### src/rtl/rxft_pkg.sv
package rxft_pkg;

  typedef enum logic [1:0] {
    MODE_ALWAYS = 2'd0,
    MODE_NEVER  = 2'd1,
    MODE_TIMED  = 2'd2
  } dur_mode_e;

  function automatic dur_mode_e classify_dur(input logic [31:0] dur, input int unsigned width);
    logic [31:0] all_ones;
    all_ones = (32'd1 << width) - 32'd1;
    if (dur == 32'd0)         return MODE_ALWAYS;
    else if (dur == all_ones) return MODE_NEVER;
    else                      return MODE_TIMED;
  endfunction

endpackage

### src/rtl/rxft_counter.sv
module rxft_counter
  import rxft_pkg::*;
#(
  parameter int DUR_W = 14
) (
  input  logic             clk,
  input  logic             rst,
  input  logic [DUR_W-1:0] dur_i,
  input  logic             mtick_i,
  input  logic             cyc_start_i,
  output logic             expire_o,
  output dur_mode_e        mode_o
);

  localparam logic [DUR_W-1:0] ONE = {{(DUR_W-1){1'b0}}, 1'b1};

  logic [DUR_W-1:0] act_dur_q;
  logic [DUR_W-1:0] cnt_q;
  logic             restart;
  logic             period_done;

  assign mode_o      = classify_dur(32'(act_dur_q), DUR_W);
  assign period_done = mtick_i && (cnt_q == act_dur_q - ONE);

  always_comb begin
    unique case (mode_o)
      MODE_ALWAYS: expire_o = 1'b1;
      MODE_NEVER:  expire_o = 1'b0;
      default:     expire_o = cyc_start_i || period_done;
    endcase
  end

  assign restart = cyc_start_i || expire_o;

  always_ff @(posedge clk) begin
    if (rst) begin
      cnt_q     <= '0;
      act_dur_q <= dur_i;
    end else if (restart) begin
      cnt_q     <= '0;
      act_dur_q <= dur_i;
    end else if (mtick_i && mode_o == MODE_TIMED) begin
      cnt_q <= cnt_q + ONE;
    end
  end

  AST_CNT_BELOW_DUR: assert property (@(posedge clk) disable iff (rst)
    (mode_o == MODE_TIMED) |-> (cnt_q < act_dur_q));

  AST_CYC_RESTARTS: assert property (@(posedge clk) disable iff (rst)
    cyc_start_i |=> (cnt_q == '0));

  AST_DUR_HELD: assert property (@(posedge clk) disable iff (rst)
    (!cyc_start_i && !expire_o) |=> $stable(act_dur_q));

endmodule

### src/rtl/rxft_irq.sv
module rxft_irq #(
  parameter int LVL_W = 8
) (
  input  logic             clk,
  input  logic             rst,
  input  logic             expire_i,
  input  logic [LVL_W-1:0] fill_i,
  input  logic [LVL_W-1:0] wmark_i,
  input  logic             clr_i,
  output logic             irq_o
);

  logic nonempty;
  logic at_wmark;
  logic timer_set;
  logic wmark_set;
  logic set_now;
  logic irq_q;

  assign nonempty  = (fill_i != '0);
  assign at_wmark  = (fill_i >= wmark_i);
  assign timer_set = expire_i && nonempty && !at_wmark;
  assign wmark_set = nonempty && at_wmark;
  assign set_now   = timer_set || wmark_set;

  always_ff @(posedge clk) begin
    if (rst)          irq_q <= 1'b0;
    else if (set_now) irq_q <= 1'b1;
    else if (clr_i)   irq_q <= 1'b0;
  end

  assign irq_o = irq_q;

  AST_IRQ_STICKY: assert property (@(posedge clk) disable iff (rst)
    (irq_q && !clr_i) |=> irq_q);

  AST_IRQ_CLEARS: assert property (@(posedge clk) disable iff (rst)
    (clr_i && !expire_i && !at_wmark) |=> !irq_q);

  AST_EMPTY_NO_SET: assert property (@(posedge clk) disable iff (rst)
    (!irq_q && fill_i == '0) |=> !irq_q);

  AST_WMARK_SETS: assert property (@(posedge clk) disable iff (rst)
    (nonempty && at_wmark) |=> irq_q);

endmodule

### src/rtl/rx_fifo_flush_timer.sv
module rx_fifo_flush_timer
  import rxft_pkg::*;
#(
  parameter int DUR_W = 14,
  parameter int LVL_W = 8
) (
  input  logic             clk,
  input  logic             rst,
  input  logic [DUR_W-1:0] dur_i,
  input  logic             mtick_i,
  input  logic             cyc_start_i,
  input  logic [LVL_W-1:0] fill_i,
  input  logic [LVL_W-1:0] wmark_i,
  input  logic             irq_clr_i,
  output logic             expired_o,
  output logic             irq_o
);

  logic      expire;
  dur_mode_e mode;
  logic      expired_q;

  rxft_counter #(.DUR_W(DUR_W)) u_counter (
    .clk         (clk),
    .rst         (rst),
    .dur_i       (dur_i),
    .mtick_i     (mtick_i),
    .cyc_start_i (cyc_start_i),
    .expire_o    (expire),
    .mode_o      (mode)
  );

  rxft_irq #(.LVL_W(LVL_W)) u_irq (
    .clk      (clk),
    .rst      (rst),
    .expire_i (expire),
    .fill_i   (fill_i),
    .wmark_i  (wmark_i),
    .clr_i    (irq_clr_i),
    .irq_o    (irq_o)
  );

  always_ff @(posedge clk) begin
    if (rst) expired_q <= 1'b0;
    else     expired_q <= expire;
  end

  assign expired_o = expired_q;

  AST_ZERO_ALWAYS: assert property (@(posedge clk) disable iff (rst)
    (mode == MODE_ALWAYS) |=> expired_o);

  AST_ALLONES_NEVER: assert property (@(posedge clk) disable iff (rst)
    (mode == MODE_NEVER) |=> !expired_o);

  AST_CYC_EXPIRES: assert property (@(posedge clk) disable iff (rst)
    (mode == MODE_TIMED && cyc_start_i) |=> expired_o);

endmodule

### config.mk
export PLATFORM = sky130hd
export DESIGN_NAME = rx_fifo_flush_timer
export DESIGN_NICKNAME = d
export VERILOG_FILES = /design/src/rtl/rxft_pkg.sv /design/src/rtl/rxft_counter.sv /design/src/rtl/rxft_irq.sv /design/src/rtl/rx_fifo_flush_timer.sv
export SDC_FILE = /design/constraint.sdc
export NUM_CORES = 1
export LEC_CHECK = 0
export CAP_MARGIN = 5
export CORE_MARGIN = 2
export CORE_UTILIZATION = 57
export DETAILED_ROUTE_END_ITERATION = 12
export PLACE_DENSITY = 0.86
export SYNTH_ARGS = -nofsm -noshare
export SYNTH_HDL_FRONTEND = slang
export SYNTH_HIERARCHICAL = 1
export SYNTH_SLANG_ARGS = --single-unit
### constraint.sdc
create_clock -name clk -period 5.9 [get_ports clk]
set_input_delay 1.18 -clock clk [delete_from_list [all_inputs] [get_ports clk]]
set_output_delay 1.18 -clock clk [all_outputs]
set_load 0.05 [all_outputs]
[Yosys cells after proc, flatten, opt, wreduce, memory -nomap -nowiden]
Index checks and enable logic that the tools add are counted.
Storage, ports and cells
  flip-flop bits (word level): 30
  bits of input ports: 35
  output and inout port bits: 2
  word-level logic and storage cells: 33
Operators by class
  add/sub/neg operators: 2
  order comparisons: 1
  equal/unequal tests: 4
  multiplexer cells: 7
  reduce and logical (&&, ||, !) cells: 15
Operators with widths (number)
  2-to-1 mux 14 bit: 2
  adder 14 x 1 -> 14 bit, second input constant: 1
  == test 14 bit: 1
  == test 14 bit, second input constant: 1
  zero test 14 bit: 1
  subtractor 14 x 1 -> 14 bit, second input constant: 1
  greater-or-equal comparator 8 bit: 1
  nonzero test 8 bit: 1
  logical AND 1 bit: 5
  2-to-1 mux 2 bit: 2
  nonzero test 2 bit: 2
  logical OR 1 bit: 3
  == test 2 x 1 -> 1 bit, second input constant: 1
  == test 2 bit, second input constant: 1
  zero test 2 bit: 1
  2-to-1 mux 1 bit: 2
  case mux 1 bit (2 select lines): 1
  OR reduction 2 bit: 1
  zero test 1 bit: 1

[Logic depth before layout (Yosys ltp)]
Gate-level depths: netlist (run 1).
  depth after elaboration: 9
  mapped depth: 12
  gate-level depth less buffers: 11

[Modules after synthesis]
Netlist (run 1), hierarchy kept.
Modules (own cells, without submodules)
  rxft_counter: instances 1, cells an instance 181, area each 1774.2 um2, seq. area each 700.7 um2
  rxft_irq: instances 1, cells an instance 30, area each 239.0 um2, seq. area each 20.0 um2
  rx_fifo_flush_timer: instances 1, cells an instance 2, area each 33.8 um2, seq. area each 20.0 um2

[Worst setup path after synthesis (run 1)]
Ideal clock, no wire load.
  path type: flip-flop to flip-flop
  from: register u_counter.act_dur_q[2]
  to: register u_counter.act_dur_q[0] (enable)
  library setup time: 326 ps
  data arrival time: 2740 ps
  data required time: 5574 ps
  path slack: 2834 ps
  stages on the path, launching flop included: 10
  path buffers: 2
  clock period less this slack: 3066 ps
  cell sequence: edfxtp_1 > buf_6 > or4_4 > buf_6 > or4_1 > a211o_1 > nand3_2 > nand3_2 > a2111oi_4 > or3_2
Between the ends
  word-level cells in the longest chain between the ends: 7
  elaborated cells on any way between the ends: 13
  those cells by class: add/sub (1); eq/ne (3); mux (3); reduce/logical (6)
RTL lines
  from (decl): line rxft_counter.sv:17  | logic [DUR_W-1:0] act_dur_q;
  from (signal assigned): line rxft_counter.sv:38  | act_dur_q <= dur_i;
  from (signal assigned): line rxft_counter.sv:41  | act_dur_q <= dur_i;
  subtractor 14 x 1 -> 14 bit or == test 14 bit (tied branches): line rxft_counter.sv:23, rxft_pkg.sv:13
  == test 14 bit or 2-to-1 mux 2 bit (tied branches): line rxft_counter.sv:23, rxft_pkg.sv:13
  logical AND 1 bit or 2-to-1 mux 2 bit (tied branches): line rxft_counter.sv:23, rxft_pkg.sv:12
  logical OR 1 bit (tied with other cells): line rxft_counter.sv:29  | default: expire_o = cyc_start_i || period_done;
  case mux 1 bit (2 select lines) (*): line rxft_counter.sv:26  | unique case (mode_o)
  logical OR 1 bit (*): line rxft_counter.sv:33  | assign restart = cyc_start_i || expire_o;
  nonzero test 2 bit (no source line) (*)
Every way passes the cells marked *; elsewhere a longest branch is shown, timed or not.
A chain may end at the register's enable or synchronous reset.

[Final worst setup path (run 1)]
  from: register u_counter.act_dur_q[2]
  to: register u_counter.act_dur_q[11] (enable)
Same word-level chain as after synthesis.

==> summary.txt, run 1 <==
Clock network
  • TritonCTS clock tree: built
  • Maximum clock path buffer count: 2
  • Num CTS Buffers: 5
  • Postcts setup bufs: 0
  • Reg clk slew, reported paths: around 0.09 ns
  • Root buf cell: clkbuf_4
  • H-tree depth: 2
  • Clock Latency Late Sink: roughly 0.32 ns
  • CTS sink count: 30
  • Resize count post-CTS: 0
  • Hold_buf cts: 0

Yosys
  • Top cells by area, synth: edfxtp_1 21%, dfxtp_1 16%, xor2_1 8.6%, ha_1 7.3%, nor4_1 5.8%
  • Post-Syn Area: 2050 µm²
  • Area leader, netlist: edfxtp_1
  • YS warnings: 6
  • Cells after Synth: 213
  • #FFs+latches synth: 30
  • Top-area cell type share of the netlist area: about a fifth
  • Distinct cells, synth: 42
  • Post-Syn Nets: between 200 and 300
  • Sequential-to-total area share from yosys stat: 36.2%
  • Avg Inst Size Synth: between 9 and 10 µm²

Timing
  • Rel. slew slack: 47.2%
  • Fin. Hold Viols: 0
  • Setup_tns: 0 ns
  • Tmin final: 3.30 ns
  • Setup Viol. Count Final: 0
  • Worst slew pin tran: a little under 0.8 ns
  • Period utilization: between 50% and 60%
  • Final max-slew violation count: 0
  • Final Skew: around 0.012 ns
  • Smallest hold slack: 0.586 ns
  • Fmax: 303 MHz
  • RSZ-0062 raised after global routing: no

Critical path
  • Crit. Startpoint: u_counter/act_dur_q[2]$_DFFE_PP_
  • RR Startpoint: u_counter/act_dur_q[2]$_DFFE_PP_
  • Reg2Reg Setup Slack: roughly 2.6 ns
  • Reg2reg end: u_counter/act_dur_q[11]$_DFFE_PP_
  • R2r worst-path depth: 8
  • Crit path capture: u_counter/act_dur_q[11]$_DFFE_PP_
  • Worst Setup End Kind: flip-flop
  • CP Data Arrival Time: about 3.3 ns
  • Critical Path Start Type: flip-flop
  • Worst EP required: 5.89 ns
  • Crit-path max FO: 16
  • Critical path class: flip-flop to flip-flop

Route
  • Number of DRC markers in iteration 0: 89
  • Drt total wl: about 4300 µm
  • First-pass DRT Iterations: 4
  • Avg WL per Cell: around 15 µm
  • Drt via density: approximately 5.8
  • Remaining DRCs: 0
  • Antenna viol nets, final: 0
  • Via count: about 1700

Global route
  • First-pass GRT wire length: between 7000 and 8000 µm
  • Grt total ovfl: 0
  • GRT Util Overall: 22.1%
  • Initial antenna violation count: 0
  • Pin count of the biggest net entering global routing: 18
  • Vias in the first global route: roughly 1600

Placement
  • Placed Cells: between 200 and 300
  • Routability cong.: around 0.9
  • Detailed Place HPWL: between 3000 and 4000 µm
  • # port buffers: 36

Finish
  • Antenna diode count: 0
  • Share of layout cells above drive strength 1: between 6 and 7%
  • Filler instances: 262
  • P&R area growth vs syn: 20.0%
  • Final core occ: about 72%
  • Nets: 293
  • Fin cells: roughly 290

Min path
  • Hold WC Path Type: flip-flop to flip-flop
  • WHS Path Cells: 2

Run
  • Maxcap violations: 0

Pwr
  • Peak supply drop: approximately 140 µV
  • Leak Pwr: around 0.91 nW
  • Power Total: 0.426 mW
  • PD cells: 173 nW/µm²

Die
  • Die area: 4090 µm²
  • Core area: around 3400 µm²
  • Die Y-Extent: 63.9 µm
  • Starting Density: 60.4%
  • Count of boundary I/O pins: 37
  • Rows: 21
  • Die width: between 60 and 70 µm

Status
  • Outcome: complete, no violations
kinds of logic after synthesis:
group / Yosys count / synth area share (%)
buffers and inverters: 24 / 5.50
AOI/OAI and AO/OA: 15 / 6.42
adders and majority gates: 12 / 7.33
DFF: 30 / 36.2
and+or+nand+nor: 98 / 29.8
xor gates and xnor gates: 30 / 12.8
muxes: 4 / 1.96
state kept, by name, indices dropped and copies added, names as in the netlist:
register             flops
u_counter/act_dur_q     14
u_counter/cnt_q         14
expired_o                1
u_irq/irq_o              1
power breakdown:
| group | switching, mW | total, mW | internal, mW | leakage, nW |
|---|---|---|---|---|
| registers | 0.0139 | 0.241 | 0.227 | 0.272 |
| clock network | 0.0632 | 0.111 | 0.0474 | 0.0265 |
| logic | 0.0331 | 0.0743 | 0.0412 | 0.614 |
critical path: stages, from the launching register on:
cell       delay (ns)
edfxtp_1         0.52
or4_4            0.66
or4_1            0.51
a211o_1          0.32
nand3_2          0.07
nand3_2          0.08
a2111oi_4        0.19
buf_4            0.27
or3_2            0.36
placed cells by master, fill, tap and decap left out, types with 2 or more instances in the layout:
cell,instances
and3_1,4
nand3_1,12
or3_1,3
nand4_1,10
xor2_1,20
nor4b_1,2
clkbuf_1,3
or4_1,3
o21ai_0,3
dfxtp_1,16
o221ai_1,2
nand3_2,2
nand2_1,10
a21o_1,2
inv_1,13
a211o_1,2
ha_1,12
clkbuf_4,5
clkdlybuf4s50_1,36
nor3_1,7
mux2i_1,4
edfxtp_1,14
nor2_1,14
xnor2_1,10
nor4_1,19
worst min path at each step:
| stage | start | endpoint |
|---|---|---|
| 2_1_floorplan | u_counter/cnt_q[13]$_SDFFE_PP0P_ | u_counter/cnt_q[13]$_SDFFE_PP0P_ |
| 3_3_place_gp | u_counter/cnt_q[13]$_SDFFE_PP0P_ | u_counter/cnt_q[13]$_SDFFE_PP0P_ |
| 3_5_place_dp | u_counter/cnt_q[13]$_SDFFE_PP0P_ | u_counter/cnt_q[13]$_SDFFE_PP0P_ |
| 4_1_cts | u_counter/cnt_q[13]$_SDFFE_PP0P_ | u_counter/cnt_q[13]$_SDFFE_PP0P_ |
| 5_1_grt | u_counter/cnt_q[6]$_SDFFE_PP0P_ | u_counter/cnt_q[6]$_SDFFE_PP0P_ |
| 6_report | u_counter/cnt_q[13]$_SDFFE_PP0P_ | u_counter/cnt_q[13]$_SDFFE_PP0P_ |
area by class of cell:
cell class	instances	area, µm²	share of cell area, %
Tap cell	46	57.6	2.34
Multi-Input combinational cell	159	1190	48.6
Timing Repair Buffer	37	368	15.0
Clock buffer	8	48.8	1.99
Inverter	13	48.8	1.99
Sequential cell	30	741	30.1
cells in the mapped netlist, drive strengths merged:
master,count
o221ai,2
nand4,10
nand4b,1
nand2b,1
a2111oi,2
nor2,14
a21o,2
a21oi,1
nand2,10
mux2i,4
a41oi,1
edfxtp,14
o211ai,1
and3,4
nand3,14
and4b,1
o21ai,3
xor2,20
a211o,2
inv,13
a221oi,1
clkbuf,8
dfxtp,16
or4,4
nor2b,2
xnor2,10
ha,12
nor4b,4
nor3,7
buf,3
or3,4
or2b,1
nor4,20
nand3b,1
metrics by stage:
stage | setup slack [ns] | instance area [µm²]
final | 2.60 | 2460
after global routing | 2.47 | 2460
after CTS | 2.62 | 2460
after detailed placement | 2.41 | 2410
after global placement | 2.42 | 2410
after floorplan | 2.83 | 2050
layer usage:
layer,track usage (%),share of wire (%),vias to the layer above
met5,0,0,-
met4,5.16,0.84,0
met3,6.87,4.8,6
met2,34.0,48,53
met1,30.4,46,784
li1,-,-,859
(Power assumes the default switching activity.)
==> inputs of run 2 (changes only) <==
- CORE_UTILIZATION: 57 -> 53
- PLACE_DENSITY: 0.86 -> 0.81
- clock period: 5.9 -> 3.09 ns (I/O delays scaled with it)
==> run 2 against run 1 <==
Effect of this change:
- total power increased by 120%
- hold slack improved by 0.0029 ns
- cell area increased by 5.1%
- sequential power increased by 88%
- global-route usage increased by 3.1 points
- maximum frequency increased by 14%
- sequential share of layout area decreased by 1.5 points
- worst setup slack got worse by 2.4 ns
==> summary.txt, run 2 (synthesized netlist as in run 1, its figures left out) <==
Critical path
  • Critical Path Start Type: flip-flop (unchanged)
  • Crit-path cells: or4_4, or4_1, a211o_1, nand3_2, nand3_2, a2111oi_4, or3_4 (was or4_4, or4_1, a211o_1, nand3_2, nand3_2, a2111oi_4, buf_4, or3_2)
  • CP Data Arrival Time: 2.87 ns (was 3.29 ns)
  • Critical path class: flip-flop to flip-flop (unchanged)
  • Crit path top cell by count: nand3_2 (unchanged)
  • R2r worst-path depth: 7 (was 8)
  • Worst EP required: 3.06 ns (was 5.89 ns)
  • Crit-path max FO: 14 (was 16)
  • Worst Setup End Kind: flip-flop (unchanged)
  • Slowest CP cell: or4_4 (unchanged)
  • Max incr delay on CP: 0.63 ns (was 0.66 ns)

Status
  • Outcome: complete, no violations (unchanged)

Pwr
  • PD cells: 363 nW/µm² (was 173 nW/µm²)
  • Combinational Power Share: 17.7% (was 17.5%)
  • Internal power: 0.701 mW (was 0.315 mW)
  • Clock share of power: 34.0% (was 26.0%)
  • Switch Pwr: 0.236 mW (was 0.110 mW)
  • Peak supply drop: 269 µV (was 145 µV)
  • Leak Pwr: 0.984 nW (was 0.913 nW)
  • Sw frac: 25.2% (was 25.9%)
  • Sequential Power Share: 48.3% (was 56.6%)

Die
  • Die area: 4380 µm² (was 4090 µm²)
  • Count of boundary I/O pins: 37 (unchanged)
  • Core area: 3690 µm² (was 3390 µm²)
  • Rows: 22 (was 21)
  • Die width: 66.1 µm (was 63.9 µm)
  • Die Y-Extent: 66.1 µm (was 63.9 µm)
  • Starting Density: 55.5% (was 60.4%)

Placement
  • Routability cong.: 0.920 (was 0.876)
  • Detailed Place HPWL: 3680 µm (was 3300 µm)
  • # port buffers: 36 (unchanged)

Global route
  • GRT Util Overall: 25.2% (was 22.1%)
  • Vias in the first global route: 1749 (was 1557)
  • First-pass GRT wire length: 8350 µm (was 7040 µm)
  • Initial antenna violation count: 0 (unchanged)
  • Grt total ovfl: 0 (unchanged)
  • Pin count of the biggest net entering global routing: 17 (was 18)

Route
  • Antenna viol nets, final: 0 (unchanged)
  • Remaining DRCs: 0 (unchanged)
  • First-pass DRT Iterations: 4 (unchanged)
  • Via count: 1832 (was 1702)
  • Avg WL per Cell: 16.1 µm (was 14.6 µm)
  • Number of DRC markers in iteration 0: 161 (was 89)
  • Drt total wl: 4900 µm (was 4290 µm)
  • Drt via density: 6.01 (was 5.81)

Clock network
  • Postcts setup bufs: 0 (unchanged)
  • Num CTS Buffers: 5 (unchanged)
  • Resize count post-CTS: 0 (unchanged)
  • Hold_buf cts: 0 (unchanged)
  • Root buf cell: clkbuf_8 (was clkbuf_4)
  • H-tree depth: 2 (unchanged)
  • Clock Latency Late Sink: 0.28 ns (was 0.32 ns)
  • TritonCTS clock tree: built (unchanged)
  • Maximum clock path buffer count: 2 (unchanged)
  • CTS sink count: 30 (unchanged)
  • Reg clk slew, reported paths: 0.06 ns (was 0.09 ns)

Timing
  • Rel. slew slack: 49.7% (was 47.2%)
  • Smallest hold slack: 0.589 ns (was 0.586 ns)
  • Fin. Hold Viols: 0 (unchanged)
  • Setup Viol. Count Final: 0 (unchanged)
  • Tmin final: 2.90 ns (was 3.30 ns)
  • Final max-slew violation count: 0 (unchanged)
  • RSZ-0062 raised after global routing: no (unchanged)
  • Final Skew: 0.00574 ns (was 0.0120 ns)
  • Setup_tns: 0 ns (unchanged)
  • Period utilization: 93.8% (was 55.9%)
  • Fmax: 345 MHz (was 303 MHz)
  • Worst slew pin tran: 0.745 ns (was 0.781 ns)

Finish
  • Nets: 303 (was 293)
  • Antenna diode count: 0 (unchanged)
  • Biggest regs: u_counter/act_dur_q: 14 flops, u_counter/cnt_q: 14 flops (unchanged)
  • Leading cell type in the layout, fill and taps excluded: clkdlybuf4s50_1 (unchanged)
  • Commonest non-fill, non-tap cells in the layout: 36 x clkdlybuf4s50_1, 20 x xor2_1, 19 x nor4_1 (unchanged)
  • Share of layout cells above drive strength 1: 10.5% (was 6.07%)
  • P&R area growth vs syn: 26.2% (was 20.0%)

Min path
  • WHS Path Cells: 2 (unchanged)
  • Hold WC Path Type: flip-flop to flip-flop (unchanged)

Run
  • Maxcap violations: 0 (unchanged)
==> run 2: cell types whose count changed in the layout (fill, tap and decap cells not counted), sizes merged <==
cell,change
buf,+10
clkinv,+1
clkbuf,-1
==> run 2: area by class of cell <==
type / instances / area (µm²)
Multi-Input combinational cell: 159 / 1200
Fill cell: 301 / 1110
Sequential cell: 30 / 741
Timing Repair Buffer: 47 / 443
Clock buffer: 7 / 86.3
Tap cell: 48 / 60.1
Inverter: 13 / 48.8
Clock inverter: 1 / 5.00
==> run 2: stage by stage <==
stage,utilization [%],worst slack [ns],cell area (µm²),cells,power [mW]
3_3_place_gp,67.4,0.205,2490,297,0.617
6_report,70.0,0.192,2580,305,0.937
2_1_floorplan,-,0.0242,2050,213,0.543
4_1_cts,69.9,0.104,2580,305,0.943
3_5_place_dp,67.4,0.113,2490,297,0.622
5_1_grt,70.0,0.0464,2580,305,0.981
==> run 2: worst paths after layout <==
kind,from,to,slack [ns]
worst max register to register,u_counter/act_dur_q[2]$_DFFE_PP_,u_counter/act_dur_q[10]$_DFFE_PP_,0.19
worst min-delay path,u_counter/cnt_q[5]$_SDFFE_PP0P_,u_counter/cnt_q[5]$_SDFFE_PP0P_,0.59
worst min register to register,u_counter/cnt_q[5]$_SDFFE_PP0P_,u_counter/cnt_q[5]$_SDFFE_PP0P_,0.59
worst max-delay path,u_counter/act_dur_q[2]$_DFFE_PP_,u_counter/act_dur_q[10]$_DFFE_PP_,0.19
==> run 2: power groups by stage <==
| stage | Sequential (mW) | Combinational, mW | Clock [mW] |
|---|---|---|---|
| floorplan | 0.459 | 0.0843 | 0 |
| global placement | 0.459 | 0.158 | 0 |
| detailed placement | 0.459 | 0.162 | 0 |
| CTS | 0.452 | 0.164 | 0.327 |
| global route | 0.454 | 0.182 | 0.345 |
| finish | 0.452 | 0.166 | 0.319 |
==> run 2: critical path, delay by kind of cell (launching register included) <==
kind               cells  cell delay [ns]
DFF                    1             0.39
AOI/OAI and AO/OA      2             0.61
and+or+nand+nor        5             1.61
==> run 2: per-layer routing <==
metal	vias up	global-route usage (%)	share of wire (%)
met5	-	0	0
met4	0	7.14	1.8
met3	12	4.09	5.6
met2	69	41.6	49
met1	877	33.9	44
li1	874	-	-
